File: config.mk
export PLATFORM = sky130hd
export DESIGN_NAME = sdclk_preset_sel
export DESIGN_NICKNAME = d
export VERILOG_FILES = /design/src/rtl/sdpre_pkg.sv /design/src/rtl/sdpre_table.sv /design/src/rtl/sdpre_mode_dec.sv /design/src/rtl/sdpre_out_stage.sv /design/src/rtl/sdclk_preset_sel.sv
export SDC_FILE = /design/constraint.sdc
export NUM_CORES = 1
export LEC_CHECK = 0
export ABC_AREA = 1
export BUFFER_PORTS_ARGS = -buffer_cell sky130_fd_sc_hd__buf_2
export CAP_MARGIN = 20
export CORE_ASPECT_RATIO = 2
export CORE_MARGIN = 5
export CORE_UTILIZATION = 62
export DETAILED_ROUTE_END_ITERATION = 8
export PLACE_DENSITY = 0.85
export SYNTH_ARGS = -nofsm -noshare
export SYNTH_HDL_FRONTEND = slang
export SYNTH_SLANG_ARGS = --single-unit
export TNS_END_PERCENT = 30
File: constraint.sdc
create_clock -name clk -period 3.6 [get_ports clk]
set_input_delay 0.54 -clock clk [delete_from_list [all_inputs] [get_ports clk]]
set_output_delay 0.54 -clock clk [all_outputs]
set_load 0.02 [all_outputs]
File: src/rtl/sdpre_pkg.sv
package sdpre_pkg;
  localparam int DIV_W   = 10;
  localparam int ENTRY_W = DIV_W + 1;
  localparam int DATA_W  = 16;

  typedef struct packed {
    logic             gen_sel;
    logic [DIV_W-1:0] div;
  } clk_fields_t;
endpackage

File: src/rtl/sdpre_table.sv
module sdpre_table
  import sdpre_pkg::*;
#(
  parameter int                NUM    = 8,
  parameter int                ADDR_W = 8,
  parameter logic [ADDR_W-1:0] BASE   = 8'h60,
  localparam int               IDX_W  = $clog2(NUM)
) (
  input  logic                   clk,
  input  logic                   rst_n,
  input  logic [ADDR_W-1:0]      addr,
  input  logic                   wr,
  input  logic [ENTRY_W-1:0]     wdata,
  input  logic                   cap_wr_en,
  output logic [DATA_W-1:0]      rdata,
  output clk_fields_t [NUM-1:0]  entries
);
  localparam logic [ADDR_W:0] SPAN = (ADDR_W+1)'(2 * NUM);

  logic [ADDR_W-1:0] offs;
  logic              hit;
  logic [IDX_W-1:0]  idx;
  logic              we;

  assign offs = addr - BASE;
  assign hit  = (addr >= BASE) && ({1'b0, offs} < SPAN) && !offs[0];
  assign idx  = offs[IDX_W:1];
  assign we   = wr && cap_wr_en && hit;

  // one clock enable per entry
  for (genvar i = 0; i < NUM; i++) begin : g_entry
    logic ce;
    assign ce = we && (idx == IDX_W'(i));
    always_ff @(posedge clk or negedge rst_n) begin
      if (!rst_n)  entries[i] <= '0;
      else if (ce) entries[i] <= wdata;
    end
  end

  always_comb begin
    rdata = '0;
    if (hit) rdata = {{(DATA_W-ENTRY_W){1'b0}}, entries[idx]};
  end

  p_wr_drop_r4: assert property (@(posedge clk) disable iff (!rst_n)
    (wr && !cap_wr_en) |=> $stable(entries));
  p_wr_take_r4: assert property (@(posedge clk) disable iff (!rst_n)
    (wr && cap_wr_en && hit) |=> (entries[$past(idx)] == $past(wdata)));
  p_miss_ignored_r5: assert property (@(posedge clk) disable iff (!rst_n)
    (wr && !hit) |=> $stable(entries));
endmodule

File: src/rtl/sdpre_mode_dec.sv
module sdpre_mode_dec #(
  parameter int  NUM      = 8,
  parameter int  UHS_W    = 3,
  parameter int  UHS_MAX  = 4,
  parameter int  UHS_BASE = 3,
  localparam int IDX_W    = $clog2(NUM)
) (
  input  logic             sig18_en,
  input  logic             hs_en,
  input  logic [UHS_W-1:0] uhs_mode,
  output logic [IDX_W-1:0] sel_idx,
  output logic             sel_valid
);
  localparam int IDX_DEF = 1;
  localparam int IDX_HS  = 2;

  always_comb begin
    sel_idx   = '0;
    sel_valid = 1'b0;
    if (!sig18_en) begin
      sel_valid = 1'b1;
      sel_idx   = hs_en ? IDX_W'(IDX_HS) : IDX_W'(IDX_DEF);
    end else if (uhs_mode <= UHS_W'(UHS_MAX)) begin
      sel_valid = 1'b1;
      sel_idx   = IDX_W'(uhs_mode) + IDX_W'(UHS_BASE);
    end
  end
endmodule

File: src/rtl/sdpre_out_stage.sv
module sdpre_out_stage
  import sdpre_pkg::*;
#(
  parameter int  NUM   = 8,
  localparam int IDX_W = $clog2(NUM)
) (
  input  logic                  clk,
  input  logic                  rst_n,
  input  clk_fields_t [NUM-1:0] entries,
  input  logic [IDX_W-1:0]      sel_idx,
  input  logic                  sel_valid,
  input  logic                  preset_en,
  input  clk_fields_t           sw_fields,
  output clk_fields_t           eff_q
);
  clk_fields_t eff_d;
  logic        upd;

  always_comb begin
    eff_d = sw_fields;
    if (preset_en && sel_valid) eff_d = entries[sel_idx];
  end

  assign upd = (eff_d != eff_q);

  always_ff @(posedge clk or negedge rst_n) begin
    if (!rst_n)   eff_q <= '0;
    else if (upd) eff_q <= eff_d;
  end

  p_pass_off_r9: assert property (@(posedge clk) disable iff (!rst_n)
    !preset_en |=> (eff_q == $past(sw_fields)));
  p_pass_rsvd_r8: assert property (@(posedge clk) disable iff (!rst_n)
    (preset_en && !sel_valid) |=> (eff_q == $past(sw_fields)));
  p_follow_r10: assert property (@(posedge clk) disable iff (!rst_n)
    (preset_en && sel_valid) |=> (eff_q == $past(entries[sel_idx])));
endmodule

File: src/rtl/sdclk_preset_sel.sv
module sdclk_preset_sel
  import sdpre_pkg::*;
#(
  parameter int                NUM    = 8,
  parameter int                ADDR_W = 8,
  parameter logic [ADDR_W-1:0] BASE   = 8'h60,
  parameter int                UHS_W  = 3
) (
  input  logic              clk,
  input  logic              rst_n,
  input  logic [ADDR_W-1:0] reg_addr,
  input  logic              reg_wr,
  input  logic [DATA_W-1:0] reg_wdata,
  output logic [DATA_W-1:0] reg_rdata,
  input  logic              cap_wr_en,
  input  logic              preset_en,
  input  logic              sig18_en,
  input  logic              hs_en,
  input  logic [UHS_W-1:0]  uhs_mode,
  input  logic              sw_clk_gen_sel,
  input  logic [DIV_W-1:0]  sw_clk_div,
  output logic              eff_clk_gen_sel,
  output logic [DIV_W-1:0]  eff_clk_div
);
  localparam int                IDX_W = $clog2(NUM);
  localparam logic [ADDR_W-1:0] LAST  = BASE + ADDR_W'(2 * (NUM - 1));

  clk_fields_t [NUM-1:0] entries;
  clk_fields_t           sw_fields;
  clk_fields_t           eff;
  logic [IDX_W-1:0]      sel_idx;
  logic                  sel_valid;
  logic                  unused_wdata_hi;

  assign unused_wdata_hi = ^reg_wdata[DATA_W-1:ENTRY_W];
  assign sw_fields       = '{gen_sel: sw_clk_gen_sel, div: sw_clk_div};

  sdpre_table #(.NUM(NUM), .ADDR_W(ADDR_W), .BASE(BASE)) u_table (
    .clk       (clk),
    .rst_n     (rst_n),
    .addr      (reg_addr),
    .wr        (reg_wr),
    .wdata     (reg_wdata[ENTRY_W-1:0]),
    .cap_wr_en (cap_wr_en),
    .rdata     (reg_rdata),
    .entries   (entries)
  );

  sdpre_mode_dec #(.NUM(NUM), .UHS_W(UHS_W)) u_dec (
    .sig18_en  (sig18_en),
    .hs_en     (hs_en),
    .uhs_mode  (uhs_mode),
    .sel_idx   (sel_idx),
    .sel_valid (sel_valid)
  );

  sdpre_out_stage #(.NUM(NUM)) u_out (
    .clk       (clk),
    .rst_n     (rst_n),
    .entries   (entries),
    .sel_idx   (sel_idx),
    .sel_valid (sel_valid),
    .preset_en (preset_en),
    .sw_fields (sw_fields),
    .eff_q     (eff)
  );

  assign eff_clk_gen_sel = eff.gen_sel;
  assign eff_clk_div     = eff.div;

  p_no_init_sel_r9: assert property (@(posedge clk) disable iff (!rst_n)
    sel_valid |-> (sel_idx != '0));
  p_outside_reads_zero_r5: assert property (@(posedge clk) disable iff (!rst_n)
    (reg_addr < BASE || reg_addr > LAST || reg_addr[0]) |-> (reg_rdata == '0));
endmodule

==> results.toml <==
[drt]
drtIter0Drc = 862
wl_per_cell_um = 19.9
vias = 5543
totalWireLength_um = 16500
drt_pass1_iterations = 9
drc = 6
ant_nets = 0
vias_per_cell = 6.69

[place]
placed_cells = 813
dp_hpwl_um = 10100
dp_slack_ns = 0.840
placed_area_um2 = 5620
numPortBuffers = 61
gp_congestion = 0.887

[synthesis]
synth.avg_cell_area_um2 = 7.74
syn_inst = 692
async_reset_ff_share_pct = 100
yosysMostFrequentCell = "nand2_1"
synth_area_leaders = "dfrtp_1 (46%), nand2_1 (12%), o21ai_0 (9.5%)"
syn-cell-area_um2 = 5360
ys_ff_latch = 99
yosys_warnings = 0
yosysSeqAreaShare_pct = 46.2
synth_ff_type = "dfrtp_1"
yosys-top-cells-count = "nand2_1 (177), o21ai_0 (102), dfrtp_1 (99)"
yosysUniqueCellTypes = 28
synth_top_cell_area_share_pct = 46.2
synth_top_cell_by_area = "dfrtp_1"
synth_edf_count = 0

[worst_setup_path]
cp_common_cell = "buf_2"
setup.reg_to_reg.worst_slack_ns = 2.48
crit_fanout = 22
path_buf_inv = 3
startpoint = "reg_addr[1]"
ff2ff_path_depth = 6
reg2reg_to = "u_out.eff_q[4]$_DFFE_PN0P_"
required_ns = 3.06
cpMaxStageDelayCell = "inv_1"
r2r_start = "u_table.entries[15]$_DFFE_PN0P_"
cp.arrival_ns = 2.28
crit_chain = "buf_2 > nor2_1 > inv_1 > or2_2 > nand2_1 > o21ai_0 > and3_1 > buf_2"
cp-end-kind = "primary output"
crit_family = "buffers and inverters"
startpoint_type = "input pin"
critPathKind = "in2out"
cp_slowest_stage_delay_ns = 0.68

[cells_and_area]
fill_cells = 667
postLayoutCoreUtil_pct = 69.3
register_area_um2 = 2480
diodes = 0
fin_cells = 828
multi_input_area_um2 = 2480
syn_to_final_growth_pct = 10.3
fin_nets = 772
drive_gt1_share_pct = 15.4
final_cell_area_um2 = 5910

[clock_network]
clkSinkCount = 99
ctsHoldBuffers = 0
cts.path.max_buffers = 2
post-cts-setup-buffer-count = 0
htree_num_levels = 3
cts_root_buf = "clkbuf_16"
postCtsResizedCells = 0
insertion_delay_ns = 0.35
clkTransAtPathRegs_ns = 0.06
cts_tree = "built"
cts_buffers = 9

[floorplanning]
ios = 72
die_h_um = 141
num_rows = 48
core_area_um2 = 8530
die_width_um = 75.7
die-area_um2 = 10700
start_util_pct = 62.8

[timing]
worst_slack_ns = 0.776
rsz0062_at_grt = "no"
period_minus_slack_ns = 2.82
hold_violations = 0
period_share_pct = 78.4
relSlewSlack_pct = 36.1
max_freq_ghz = 0.354
finalSetupViolCount = 0
worst_pin_slew_ns = 0.956
slew_violations = 0
fin_skew_ns = 0.00530
setup_tns_ns = 0

[global_route]
grt_pass1_wl_um = 26100
grt_pass1_vias = 5280
groute.layer.met1.usage_pct = 39.6
grt_max_degree = 63
grt_usage_pct = 32.0
grt_most_used_layer = "met2"
use_met3_pct = 6.60
antenna_found_initial = 0
grt.met2_usage_pct = 49.4
grt_overflow = 0

[power_and_ir_drop]
leakage_nw = 2.82
max-vdd-ir-drop_mv = 0.352
p_clk_share_pct = 38.1
p_sw_mw = 0.684
combPwrFrac_pct = 15.1
p_int_mw = 1.85
switching_share_pct = 27.0
pwr_density_cell_nw_per_um2 = 429
seqPwrFrac_pct = 46.8

[outcome]
outcome = "finished with violations"
violations = "design-rule violations"

[hold_path]
hold_class = "in2async"

[flow_run]
drv_cap = 0
==> layout by cell type (no fill, tap or decap), types with 3 or more instances in the layout <==
master     Yosys  routed
nand2_1      177     177
nor2_1        17      17
o21ai_0      102     102
nand4_1       44      44
or2_2         19      19
clkbuf_16      0       9
inv_1         37      37
o21a_1         6       6
dfrtp_1       99      99
conb_1         1       5
nand3_1       79      79
buf_4         12      12
o22ai_1       36      36
and3_1         4       4
buf_2         18      60
ha_1           3       3
==> sequential cells by signal (all words and copies together) (netlist names) <==
signal           count
u_table.entries     88
u_out.eff_q         11
==> cell families (layout without fill, tap and decap cells) <==
family	Yosys count	count (layout)	share of synthesized area, %
other	1	5	0.0700
adders and majority gates	3	3	0.701
and+or+nand+nor	347	347	30.0
DFF	99	99	46.2
buffers and inverters	94	126	7.84
AOI/OAI and AO/OA	148	148	15.1
==> power by group through the flow <==
stage / Clock, mW / Combinational, mW / Sequential (mW)
finish: 0.966 / 0.382 / 1.18
CTS: 0.970 / 0.373 / 1.18
global route: 1.00 / 0.417 / 1.19
global placement: 0 / 0.359 / 1.20
floorplan: 0 / 0.229 / 1.22
detailed placement: 0 / 0.371 / 1.20
==> worst reg2reg max path: stages, from the launching register on <==
cell and delay, ns:
dfrtp_1 0.40, nand4_1 0.11, nand3_1 0.11, nand3_1 0.13, nand3_1 0.13, nand2_1 0.11
inv_1 0.04
==> metal layers <==
metal,vias to the layer above,wire [µm]
met2,462,7770
li1,2428,-
met1,2530,5560
met4,0,1170
met3,123,1970
met5,-,0
==> worst max-delay path by stage <==
| stage | endpoint | depth (start not counted) |
|---|---|---|
| finish | reg_rdata[5] | 8 |
| global route | reg_rdata[5] | 8 |
| CTS | reg_rdata[5] | 8 |
| detailed placement | u_out.eff_q[6]$_DFFE_PN0P_ | 13 |
| global placement | reg_rdata[5] | 8 |
| floorplan | reg_rdata[9] | 4 |
==> cell type report <==
type	instances	area share [%]
repair buffers	72	6.60
flip-flops and latches	99	41.9
inverters	39	2.48
multi-input cells	503	41.9
clock inverters	2	0.593
clock buffers	13	4.40
well taps	100	2.12
==> per-stage QoR <==
| stage | power (mW) | hold WS [ns] |
|---|---|---|
| floorplan | 1.45 | 0.244 |
| global placement | 1.56 | 0.489 |
| detailed placement | 1.57 | 0.495 |
| CTS | 2.53 | 0.301 |
| global route | 2.61 | 0.353 |
| finish | 2.53 | 0.273 |
Power figures use the tool's default switching activity.
